**src/rtl/udma_pkg.sv**
```systemverilog
package udma_pkg;

    localparam int NCH    = 8;
    localparam int NVEC   = 48;
    localparam int CH_W   = $clog2(NCH);
    localparam int VEC_W  = $clog2(NVEC);
    localparam int AW     = 24;
    localparam int DW     = 32;
    localparam int CW     = 16;
    localparam int BE_W   = DW / 8;
    localparam int REG_W  = 3;

    localparam logic [REG_W-1:0] REG_SRC  = 3'd0;
    localparam logic [REG_W-1:0] REG_DST  = 3'd1;
    localparam logic [REG_W-1:0] REG_CNT  = 3'd2;
    localparam logic [REG_W-1:0] REG_MODE = 3'd3;
    localparam logic [REG_W-1:0] REG_VEC  = 3'd4;

    typedef enum logic [1:0] {
        SZ_BYTE  = 2'd0,
        SZ_HALF  = 2'd1,
        SZ_WORD  = 2'd2,
        SZ_WORD2 = 2'd3
    } size_e;

    typedef enum logic [1:0] {
        AU_HOLD  = 2'd0,
        AU_INC   = 2'd1,
        AU_DEC   = 2'd2,
        AU_HOLD2 = 2'd3
    } aupd_e;

    typedef struct packed {
        logic  cnt_only;
        aupd_e dupd;
        aupd_e supd;
        size_e size;
    } mode_t;

    localparam int MODE_W = $bits(mode_t);

    typedef struct packed {
        logic [DW-1:0]    src;
        logic [DW-1:0]    dst;
        logic [CW-1:0]    cnt;
        mode_t            mode;
        logic [VEC_W-1:0] vec;
        logic             en;
    } chan_t;

    typedef enum logic [1:0] {
        S_IDLE = 2'd0,
        S_RD   = 2'd1,
        S_WR   = 2'd2,
        S_UPD  = 2'd3
    } seq_e;

    function automatic logic [2:0] step_of(size_e s);
        case (s)
            SZ_BYTE: return 3'd1;
            SZ_HALF: return 3'd2;
            default: return 3'd4;
        endcase
    endfunction

    function automatic logic [DW-1:0] addr_next(logic [DW-1:0] a, aupd_e u, size_e s);
        logic [AW-1:0] lo;
        lo = a[AW-1:0];
        case (u)
            AU_INC:  lo = lo + AW'(step_of(s));
            AU_DEC:  lo = lo - AW'(step_of(s));
            default: lo = a[AW-1:0];
        endcase
        return {a[DW-1:AW], lo};
    endfunction

    function automatic logic [1:0] lane_off(size_e s, logic [1:0] a);
        case (s)
            SZ_BYTE: return a;
            SZ_HALF: return {a[1], 1'b0};
            default: return 2'd0;
        endcase
    endfunction

    function automatic logic [BE_W-1:0] lane_be(size_e s, logic [1:0] a);
        case (s)
            SZ_BYTE: return BE_W'(4'b0001) << a;
            SZ_HALF: return BE_W'(4'b0011) << {a[1], 1'b0};
            default: return {BE_W{1'b1}};
        endcase
    endfunction

endpackage

```
**src/rtl/udma_arbiter.sv**
```systemverilog
module udma_arbiter
    import udma_pkg::*;
(
    input  logic [NCH-1:0]  req,
    output logic [CH_W-1:0] gnt_idx,
    output logic            gnt_vld
);

    // Scan from the top down so the lowest requesting index is the last one kept.
    always_comb begin
        gnt_idx = '0;
        gnt_vld = 1'b0;
        for (int i = NCH - 1; i >= 0; i--) begin
            if (req[i]) begin
                gnt_idx = CH_W'(i);
                gnt_vld = 1'b1;
            end
        end
    end

endmodule

```
**src/rtl/udma_pend.sv**
```systemverilog
module udma_pend
    import udma_pkg::*;
(
    input  logic             clk,
    input  logic             rst,
    input  logic [NVEC-1:0]  set_in,
    input  logic             clr_vld,
    input  logic [VEC_W-1:0] clr_vec,
    output logic [NVEC-1:0]  pend
);

    for (genvar v = 0; v < NVEC; v++) begin : g_flag
        logic hit;
        assign hit = clr_vld && (clr_vec == VEC_W'(v));
        always_ff @(posedge clk) begin
            if (rst) pend[v] <= 1'b0;
            else     pend[v] <= set_in[v] | (pend[v] & ~hit);
        end
    end


    pend_clear_chk: assert property (@(posedge clk) disable iff (rst)
        (clr_vld && !set_in[clr_vec]) |=> !pend[$past(clr_vec)]);

endmodule

```
**src/rtl/udma_chan_file.sv**
```systemverilog
module udma_chan_file
    import udma_pkg::*;
(
    input  logic                 clk,
    input  logic                 rst,
    input  logic                 cfg_we,
    input  logic [CH_W-1:0]      cfg_ch,
    input  logic [REG_W-1:0]     cfg_reg,
    input  logic [DW-1:0]        cfg_wdata,
    output logic [DW-1:0]        cfg_rdata,
    input  logic                 upd_vld,
    input  logic [CH_W-1:0]      upd_ch,
    input  logic [DW-1:0]        upd_src,
    input  logic [DW-1:0]        upd_dst,
    input  logic [CW-1:0]        upd_cnt,
    input  logic                 upd_disable,
    output chan_t [NCH-1:0]      chans
);

    // Service updates first, register writes after, so software wins a collision.
    always_ff @(posedge clk) begin
        if (rst) begin
            chans <= '0;
        end else begin
            for (int c = 0; c < NCH; c++) begin
                if (upd_vld && upd_ch == CH_W'(c)) begin
                    chans[c].src <= upd_src;
                    chans[c].dst <= upd_dst;
                    chans[c].cnt <= upd_cnt;
                    if (upd_disable) chans[c].en <= 1'b0;
                end
                if (cfg_we && cfg_ch == CH_W'(c)) begin
                    case (cfg_reg)
                        REG_SRC:  chans[c].src  <= cfg_wdata;
                        REG_DST:  chans[c].dst  <= cfg_wdata;
                        REG_CNT: begin
                            chans[c].cnt <= cfg_wdata[CW-1:0];
                            chans[c].en  <= 1'b1;
                        end
                        REG_MODE: chans[c].mode <= mode_t'(cfg_wdata[MODE_W-1:0]);
                        REG_VEC:  chans[c].vec  <= cfg_wdata[VEC_W-1:0];
                        default: ;
                    endcase
                end
            end
        end
    end

    always_comb begin
        case (cfg_reg)
            REG_SRC:  cfg_rdata = chans[cfg_ch].src;
            REG_DST:  cfg_rdata = chans[cfg_ch].dst;
            REG_CNT:  cfg_rdata = DW'(chans[cfg_ch].cnt);
            REG_MODE: cfg_rdata = DW'(chans[cfg_ch].mode);
            REG_VEC:  cfg_rdata = DW'(chans[cfg_ch].vec);
            default:  cfg_rdata = '0;
        endcase
    end


    upper_keep_chk: assert property (@(posedge clk) disable iff (rst)
        (upd_vld && !cfg_we) |=>
        (chans[$past(upd_ch)].src[DW-1:AW] == $past(chans[upd_ch].src[DW-1:AW])));


    tc_disable_chk: assert property (@(posedge clk) disable iff (rst)
        (upd_vld && upd_disable && !cfg_we) |=> !chans[$past(upd_ch)].en);

endmodule

```
**src/rtl/udma_xfer_seq.sv**
```systemverilog
module udma_xfer_seq
    import udma_pkg::*;
(
    input  logic                 clk,
    input  logic                 rst,
    input  chan_t [NCH-1:0]      chans,
    input  logic                 gnt_vld,
    input  logic [CH_W-1:0]      gnt_idx,
    output logic                 idle,
    output logic                 bus_req,
    output logic                 bus_we,
    output logic [AW-1:0]        bus_addr,
    output logic [BE_W-1:0]      bus_be,
    output logic [DW-1:0]        bus_wdata,
    input  logic [DW-1:0]        bus_rdata,
    input  logic                 bus_rdy,
    output logic                 upd_vld,
    output logic [CH_W-1:0]      upd_ch,
    output logic [DW-1:0]        upd_src,
    output logic [DW-1:0]        upd_dst,
    output logic [CW-1:0]        upd_cnt,
    output logic                 upd_disable,
    output logic [NCH-1:0]       tc
);

    seq_e            state;
    logic [CH_W-1:0] cur;
    logic [DW-1:0]   hold;
    chan_t           cc;
    logic [AW-1:0]   a_lo;
    logic [1:0]      off;

    assign cc   = chans[cur];
    assign idle = (state == S_IDLE);

    assign a_lo = (state == S_WR) ? cc.dst[AW-1:0] : cc.src[AW-1:0];
    assign off  = lane_off(cc.mode.size, a_lo[1:0]);

    assign bus_req   = (state == S_RD) || (state == S_WR);
    assign bus_we    = (state == S_WR);
    assign bus_addr  = a_lo;
    assign bus_be    = lane_be(cc.mode.size, a_lo[1:0]);
    assign bus_wdata = hold << {off, 3'b000};

    assign upd_vld     = (state == S_UPD);
    assign upd_ch      = cur;
    assign upd_src     = addr_next(cc.src, cc.mode.supd, cc.mode.size);
    assign upd_dst     = addr_next(cc.dst, cc.mode.dupd, cc.mode.size);
    assign upd_cnt     = cc.cnt - CW'(1);
    assign upd_disable = (upd_cnt == '0);
    assign tc          = (upd_vld && upd_disable) ? (NCH'(1) << cur) : '0;

    always_ff @(posedge clk) begin
        if (rst) begin
            state <= S_IDLE;
            cur   <= '0;
            hold  <= '0;
        end else begin
            case (state)
                S_IDLE: if (gnt_vld) begin
                    cur   <= gnt_idx;
                    state <= chans[gnt_idx].mode.cnt_only ? S_UPD : S_RD;
                end
                S_RD: if (bus_rdy) begin
                    hold  <= bus_rdata >> {off, 3'b000};
                    state <= S_WR;
                end
                S_WR: if (bus_rdy) state <= S_UPD;
                default: state <= S_IDLE;
            endcase
        end
    end


    rd_then_wr_chk: assert property (@(posedge clk) disable iff (rst)
        (bus_req && !bus_we && bus_rdy) |=> (bus_req && bus_we));


    bus_hold_chk: assert property (@(posedge clk) disable iff (rst)
        (bus_req && !bus_rdy) |=> (bus_req && $stable(bus_we) && $stable(bus_addr)));


    cnt_only_nobus_chk: assert property (@(posedge clk) disable iff (rst)
        (idle && gnt_vld && chans[gnt_idx].mode.cnt_only) |=> (!bus_req && upd_vld));


    first_read_chk: assert property (@(posedge clk) disable iff (rst)
        $rose(bus_req) |-> !bus_we);

endmodule

```
**src/rtl/udma_engine.sv**
```systemverilog
module udma_engine
    import udma_pkg::*;
(
    input  logic                 clk,
    input  logic                 rst,
    input  logic [NVEC-2:0]      int_req,
    input  logic                 sw_start,
    input  logic                 cfg_we,
    input  logic [CH_W-1:0]      cfg_ch,
    input  logic [REG_W-1:0]     cfg_reg,
    input  logic [DW-1:0]        cfg_wdata,
    output logic [DW-1:0]        cfg_rdata,
    output logic                 bus_req,
    output logic                 bus_we,
    output logic [AW-1:0]        bus_addr,
    output logic [BE_W-1:0]      bus_be,
    output logic [DW-1:0]        bus_wdata,
    input  logic [DW-1:0]        bus_rdata,
    input  logic                 bus_rdy,
    output logic [NCH-1:0]       tc
);

    chan_t [NCH-1:0]  chans;
    logic [NVEC-1:0]  pend;
    logic [NCH-1:0]   req;
    logic [CH_W-1:0]  gnt_idx;
    logic             gnt_vld;
    logic             idle;
    logic             upd_vld;
    logic [CH_W-1:0]  upd_ch;
    logic [DW-1:0]    upd_src;
    logic [DW-1:0]    upd_dst;
    logic [CW-1:0]    upd_cnt;
    logic             upd_disable;

    for (genvar c = 0; c < NCH; c++) begin : g_req
        logic vec_ok;
        assign vec_ok = (chans[c].vec < VEC_W'(NVEC));
        assign req[c] = idle && chans[c].en && vec_ok && pend[chans[c].vec];
    end

    udma_pend i_pend (
        .clk     (clk),
        .rst     (rst),
        .set_in  ({int_req, sw_start}),
        .clr_vld (gnt_vld),
        .clr_vec (chans[gnt_idx].vec),
        .pend    (pend)
    );

    udma_arbiter i_arb (
        .req     (req),
        .gnt_idx (gnt_idx),
        .gnt_vld (gnt_vld)
    );

    udma_chan_file i_regs (
        .clk         (clk),
        .rst         (rst),
        .cfg_we      (cfg_we),
        .cfg_ch      (cfg_ch),
        .cfg_reg     (cfg_reg),
        .cfg_wdata   (cfg_wdata),
        .cfg_rdata   (cfg_rdata),
        .upd_vld     (upd_vld),
        .upd_ch      (upd_ch),
        .upd_src     (upd_src),
        .upd_dst     (upd_dst),
        .upd_cnt     (upd_cnt),
        .upd_disable (upd_disable),
        .chans       (chans)
    );

    udma_xfer_seq i_seq (
        .clk         (clk),
        .rst         (rst),
        .chans       (chans),
        .gnt_vld     (gnt_vld),
        .gnt_idx     (gnt_idx),
        .idle        (idle),
        .bus_req     (bus_req),
        .bus_we      (bus_we),
        .bus_addr    (bus_addr),
        .bus_be      (bus_be),
        .bus_wdata   (bus_wdata),
        .bus_rdata   (bus_rdata),
        .bus_rdy     (bus_rdy),
        .upd_vld     (upd_vld),
        .upd_ch      (upd_ch),
        .upd_src     (upd_src),
        .upd_dst     (upd_dst),
        .upd_cnt     (upd_cnt),
        .upd_disable (upd_disable),
        .tc          (tc)
    );


    lowest_first_chk: assert property (@(posedge clk) disable iff (rst)
        (idle && req[0]) |=> (upd_ch == '0));

endmodule

```
**config.mk**
```make
export PLATFORM = sky130hd
export DESIGN_NAME = udma_engine
export DESIGN_NICKNAME = d
export VERILOG_FILES = /design/src/rtl/udma_pkg.sv /design/src/rtl/udma_arbiter.sv /design/src/rtl/udma_pend.sv /design/src/rtl/udma_chan_file.sv /design/src/rtl/udma_xfer_seq.sv /design/src/rtl/udma_engine.sv
export SDC_FILE = /design/constraint.sdc
export NUM_CORES = 2
export LEC_CHECK = 0
export BUFFER_PORTS_ARGS = -buffer_cell sky130_fd_sc_hd__buf_2
export CAP_MARGIN = 20
export CORE_MARGIN = 3
export CORE_UTILIZATION = 30
export CTS_BUF_LIST = sky130_fd_sc_hd__clkbuf_8
export CTS_CLUSTER_DIAMETER = 40
export DETAILED_ROUTE_END_ITERATION = 16
export SLEW_MARGIN = 20
export SYNTH_ARGS = -nofsm -noshare
export SYNTH_HDL_FRONTEND = slang
export SYNTH_SLANG_ARGS = --single-unit
```
**constraint.sdc**
```tcl
create_clock -name clk -period 8.2 [get_ports clk]
set_input_delay 0 -clock clk [delete_from_list [all_inputs] [get_ports clk]]
set_output_delay 0 -clock clk [all_outputs]
set_load 0.02 [all_outputs]
```
# Word level (Yosys, flattened, before mapping)
# Cells that the tools add are included.
word_totals:
  register_bits: 837
  input_bits: 122
  out_inout_bits: 102
  word_cells: 623
op_classes:
  addsub: 5
  n_lt_le_gt_ge: 19
  eq_ne: 76
  n_shift: 5
  n_mux: 135
  bitwise_logic: 144
  n_reduce_logical: 116
op_table:
  columns: ["op", "count"]
  rows:
  - ["94-bit two-way mux", 10]
  - ["94-bit binary-select mux with 3-bit select", 3]
  - ["80-bit two-way mux", 8]
  - ["32-bit two-way mux", 16]
  - ["32-bit case mux with 5 select lines", 1]
  - ["16-bit two-way mux", 8]
  - ["6-bit by 5-bit equality test with 1-bit output, second input constant", 16]
  - ["6-bit equality test, second input constant", 16]
  - ["24-bit case mux with 2 select lines", 2]
  - ["1-bit logical AND", 89]
  - ["6-bit by 7-bit less-than comparator with 1-bit output, second input constant", 8]
  - ["7-bit two-way mux", 8]
  - ["24-bit by 3-bit adder with 24-bit output", 2]
  - ["1-bit AND", 48]
  - ["1-bit binary-select mux with 6-bit select", 8]
  - ["6-bit by 4-bit equality test with 1-bit output, second input constant", 8]
  - ["6-bit less-than comparator, second input constant", 8]
  - ["6-bit two-way mux", 8]
  - ["1-bit NOT", 48]
  - ["1-bit OR", 48]
  - ["24-bit by 3-bit subtractor with 24-bit output", 2]
  - ["1-bit two-way mux", 40]
  - ["3-bit two-way mux", 12]
  - ["2-bit AND reduction", 18]
  - ["31 further kinds", 65]

# Longest topological paths before layout
depth:
  word_depth: 19
  mapped_depth: 30

# Modules after synthesis
# A second synthesis with hierarchy kept.
unflattened:
  cells_unflattened: 5797
  hier_area_um2: 56430.4
by_module_without_submodules:
  columns: ["mod", "n_inst", "cells_per_inst", "area_each_um2", "seq_area_each_um2"]
  rows:
  - ["udma_chan_file", 1, 4006, 38665.8, 15054.4]
  - ["udma_xfer_seq", 1, 1243, 11377.2, 740.7]
  - ["udma_engine", 1, 306, 3973.8, 0.0]
  - ["udma_pend", 1, 229, 2333.5, 960.9]
  - ["udma_arbiter", 1, 13, 80.1, 0.0]

# Worst setup path before layout
# Ideal clock, no wire load.
synth_timing:
  path_type: "register to register"
  startpoint: "register i_seq.cur[0] (netlist: i_seq.upd_ch[0])"
  endpoint: "register, netlist name i_regs.chans[146]"
  t_arrival_ns: 7.109
  required_ns: 8.130
  setup_slack_ns: 1.022
  path_stages_with_launch: 30
  n_path_buf: 12
  synth_period_minus_slack_ns: 7.178
  cell_sequence: "dfxtp_1 > buf_6 > buf_6 > buf_6 > buf_6 > buf_4 > buf_4 > buf_4 > buf_2 > buf_2 > buf_2 > mux4_2 > mux2_2 > ha_1 > clkbuf_1 > nor2_1 > inv_1 > clkbuf_1 > ha_1 > o2111a_1 > nand2_1 > a211o_1 > and3_1 > a211oi_1 > o31ai_2 > a21boi_1 > o311ai_0 > a2111oi_0 > nor3b_2 > a21oi_1"
synth_via:
  elab_chain_len: 10
synth_rtl:
  columns: ["item", "line_no", "rtl"]
  rows:
  - ["from (decl)", "udma_xfer_seq.sv:27", "logic [CH_W-1:0] cur;"]
  - ["from (signal assigned)", "udma_xfer_seq.sv:61", "cur <= gnt_idx;"]
  - ["94-bit binary-select mux with 3-bit select", "udma_xfer_seq.sv:33", "assign cc = chans[cur];"]
  - ["94-bit two-way mux (not written as such)", "udma_xfer_seq.sv:33", null]
  - ["2-bit by 1-bit equality test with 1-bit output / 2-bit zero test (equally long branches)", "udma_pkg.sv:59", "case (s)"]
  - ["3-bit case mux with 2 select lines", "udma_pkg.sv:59", null]
  - ["3-bit two-way mux", "udma_pkg.sv:69", "case (u)"]
  - ["24-bit by 3-bit subtractor with 24-bit output / 24-bit by 3-bit adder with 24-bit output (equally long branches)", "udma_pkg.sv:71, udma_pkg.sv:70", null]
  - ["24-bit case mux with 2 select lines", "udma_pkg.sv:69", null]
  - ["80-bit two-way mux (*)", "udma_chan_file.sv:26", "if (upd_vld && upd_ch == CH_W'(c)) begin"]
  - ["32-bit two-way mux", "udma_chan_file.sv:33", "case (cfg_reg)"]
  - ["94-bit two-way mux (*)", "udma_chan_file.sv:32", "if (cfg_we && cfg_ch == CH_W'(c)) begin"]
# Every way passes the cells marked *; elsewhere a longest branch is shown, timed or not. The select of a mux whose other input is x is not followed.
# A chain may end at the register's enable or synchronous reset.

# Final worst setup path
layout_timing:
  startpoint: "register i_seq.cur[1] (netlist: i_seq.upd_ch[1])"
  endpoint: "output port tc[5]"
layout_via:
  elab_chain_len: 6
layout_rtl:
  columns: ["item", "line_no", "rtl"]
  rows:
  - ["94-bit binary-select mux with 3-bit select", "udma_xfer_seq.sv:33", null]
  - ["94-bit two-way mux (not written as such)", "udma_xfer_seq.sv:33", null]
  - ["16-bit by 1-bit subtractor with 16-bit output", "udma_xfer_seq.sv:49", "assign upd_cnt = cc.cnt - CW'(1);"]
  - ["16-bit zero test", "udma_xfer_seq.sv:50", "assign upd_disable = (upd_cnt == '0);"]
  - ["1-bit logical AND", "udma_xfer_seq.sv:51", "assign tc = (upd_vld && upd_disable) ? (NCH'(1) << cur) : '0;"]
  - ["8-bit two-way mux (*)", "udma_xfer_seq.sv:51", null]
  - ["to (decl)", "udma_engine.sv:20", "output logic [NCH-1:0] tc"]
# Marks and branches as above.

==> impl_metrics.toml <==
[floorplan]
die_area_um2 = 184000
ioPinCount = 224
initial_core_util = 0.303
die_y_um = 429
num_rows = 154
die_w_um = 429
core-area_um2 = 177000

[grt]
antenna_found_initial = 11
grt_max_degree = 194
track_usage = 0.240
grt_pass1_vias = 51800
grt_pass1_wl_um = 339000
overflow = 0

[synth]
postSynthCellCount = 6328
syn_nets = 6494
ys_ff_latch = 837
syn_area_per_cell_um2 = 8.46
yosysTopAreaCellShare = 0.313
async_flop_share = 0
synth.distinct_cells = 94
ys_seq_area_frac = 0.313
synth_area_leaders = "dfxtp_1, mux4_2, nand2_1, nor2_1, a21oi_1"
synth-edff-count = 0
ys.flop_type = "dfxtp_1"
ys.warnings.count = 0
synth_top_cell_by_area = "dfxtp_1"
netlist_area_um2 = 53600

[clock_tree]
cts_made_buffers = 162
cts_max_path_buffers = 3
cts_resized = 0
clock_latency_ns = 0.93
cts_setup_buffers = 0
clkTransAtPathRegs_ns = 0.06
cts_htree_levels = 4
cts_tree = "done"
cts_sinks = 837
cts_root_buffer = "clkbuf_8"

[critical_path]
endpoint = "tc[5]"
rrSetupSlack_ns = 1.41
rr_worst_depth = 22
cp.required_ns = 8.20
startpoint_type = "flip-flop"
worstPathMaxFanout = 55
endpoint_kind = "output port"
worstSetupPathType = "flip-flop to output port"
critPathLaunch = "i_seq.upd_ch[1]"
arrival_ns = 7.17
r2r_end = "i_regs.chans[616]"
rr_startpoint = "i_seq.upd_ch[0]"

[power]
finalPower_mw = 9.67
p_switching_mw = 2.82
pwr-share-clk = 0.452
power.density_nw_per_um2 = 156
p_seq_frac = 0.436
leakage_nw = 20.9
swShare = 0.292
p_int_mw = 6.85
pwr-share-comb = 0.111
ir_drop_v = 0.000147

[cells_and_area]
fill_cells = 17900
mostFrequentLayoutCells = "nand2_1, nor2_1, dfxtp_1, a21oi_1, mux4_2"
drive_above_1_share = 0.184
layout_commonest_cell = "nand2_1"
nNetsFinal = 6595
area_growth_pct = 15.9

[run_status]
status = "finished clean"

[sta]
finalSetupViolCount = 0
min_period_ns = 7.17
max-slew-margin-rel = 0.209
drv_slew = 0
fin_tns_setup_ns = 0
clock_skew_ns = 0.0560
min_period_over_period = 0.874
rsz0062_at_grt = "false"
tightest_slew_ns = 1.19
hold_viol = 0
fmax_ghz = 0.140

[routing]
first_pass_iters = 14
vias = 54100
first_iter_violations = 7215
wl_per_cell_um = 25.8
drc = 0
viasPerCell = 6.09
drt-total-wl_um = 229000
ant_nets = 0

[placed_design]
gp_congestion = 0.960
io_buffers = 223
dpl.hpwl_um = 140000

[run]
drv_cap = 0

[worst_hold_path]
hp-class = "input pin to flip-flop"
-- final cells by class --
| cell class | instances | area, um^2 | area share |
|---|---|---|---|
| multi-input cells | 4800 | 34400 | 0.554 |
| flip-flops and latches | 837 | 16800 | 0.270 |
| repair buffers | 581 | 4480 | 0.0721 |
| well taps | 2340 | 2930 | 0.0471 |
| clock buffers | 190 | 2620 | 0.0421 |
| clock inverters | 93 | 712 | 0.0115 |
| inverters | 47 | 178 | 0.00286 |
| diodes | 6 | 15.0 | 0.000242 |
-- sequential cells by signal (all words and copies together) (netlist names) --
name	cells
i_regs.chans	752
i_pend.pend	48
i_seq.hold	32
i_seq.upd_ch	3
i_seq.state	2
-- layer usage --
metal	share of wire	wire (um)	up-vias	GRT usage
met3	0.11	25500	914	0.0548
met4	0.078	18000	6	0.167
met1	0.37	83800	26200	0.293
li1	-	-	23400	-
met5	0.00014	31	-	0
met2	0.44	102000	3676	0.374
-- cells in the mapped netlist (all sizes together) (27+ instances only) --
cell type	number
ha	42
mux2i	222
mux4	433
a211o	35
a211oi	202
nand3	132
o21ai	293
o211ai	187
a31oi	38
a21oi	563
nor2	889
nor4	40
xnor2	31
buf	137
nor2b	33
clkbuf	507
inv	45
nand4	27
nand2	1061
nor3	59
a311oi	100
dfxtp	837
mux2	73
-- power by group through the flow --
stage               registers (mW)  clock network [mW]  logic, mW
finish                        4.22                4.38       1.08
global route                  4.22                4.58       1.13
CTS                           4.21                4.42       1.05
detailed placement            4.30                   0      0.949
global placement              4.30                   0      0.941
floorplan                     4.26                   0      0.631
-- repair_timing --
item,CTS,global route
setup endpoints to repair,0,0
endpoints found under the hold margin,827,0
hold buffers,232,0
-- cells by family (layout without fill, tap and decap cells) --
group | Yosys count | count (layout) | share of synthesized area
and+or+nand+nor | 2403 | 2403 | 0.190
AOI/OAI and AO/OA | 1575 | 1575 | 0.187
DFF | 837 | 837 | 0.313
muxes | 728 | 728 | 0.239
buffers and inverters | 691 | 911 | 0.0517
adders and majority gates | 47 | 47 | 0.0111
xor gates and xnor gates | 47 | 47 | 0.00818
other | 0 | 6 | 0
-- how the worst min path moves through the flow --
stage | start | end | slack, ns | depth (start not counted)
2_1_floorplan | bus_rdata[24] | i_seq.hold[24] | 0.15 | 2
5_1_grt | cfg_wdata[17] | i_regs.chans[549] | 0.07 | 4
4_1_cts | cfg_wdata[23] | i_regs.chans[711] | 0.001 | 4
3_3_place_gp | int_req[31] | i_pend.pend[32] | 0.29 | 3
6_report | cfg_wdata[17] | i_regs.chans[737] | 0.07 | 4
3_5_place_dp | int_req[41] | i_pend.pend[42] | 0.29 | 3
-- through the flow --
stage          std cells  utilization  cell area [um^2]  setup WS (ns)  hold slack, ns
2_1_floorplan       6328            -             53600           1.02           0.152
3_3_place_gp        8373        0.319             56400           1.64           0.285
3_5_place_dp        8373        0.319             56400           1.46           0.291
4_1_cts             8888        0.351             62100           1.07         0.00146
5_1_grt             8892        0.351             62100          0.821          0.0671
6_report            8894        0.351             62100           1.03          0.0696
-- critical path: stages, from the launching register on --
cell	delay (ns)
dfxtp_4	0.58
buf_4	0.82
buf_4	0.66
mux4_2	0.42
mux2i_2	0.27
nand4_1	0.19
or2_1	0.29
nor3_1	0.41
nand3_1	0.15
xnor2_1	0.72
nand2_1	0.20
or4_1	0.87
nor2_1	0.27
buf_2	0.23
No activity file was read; power rests on OpenSTA's default activity.
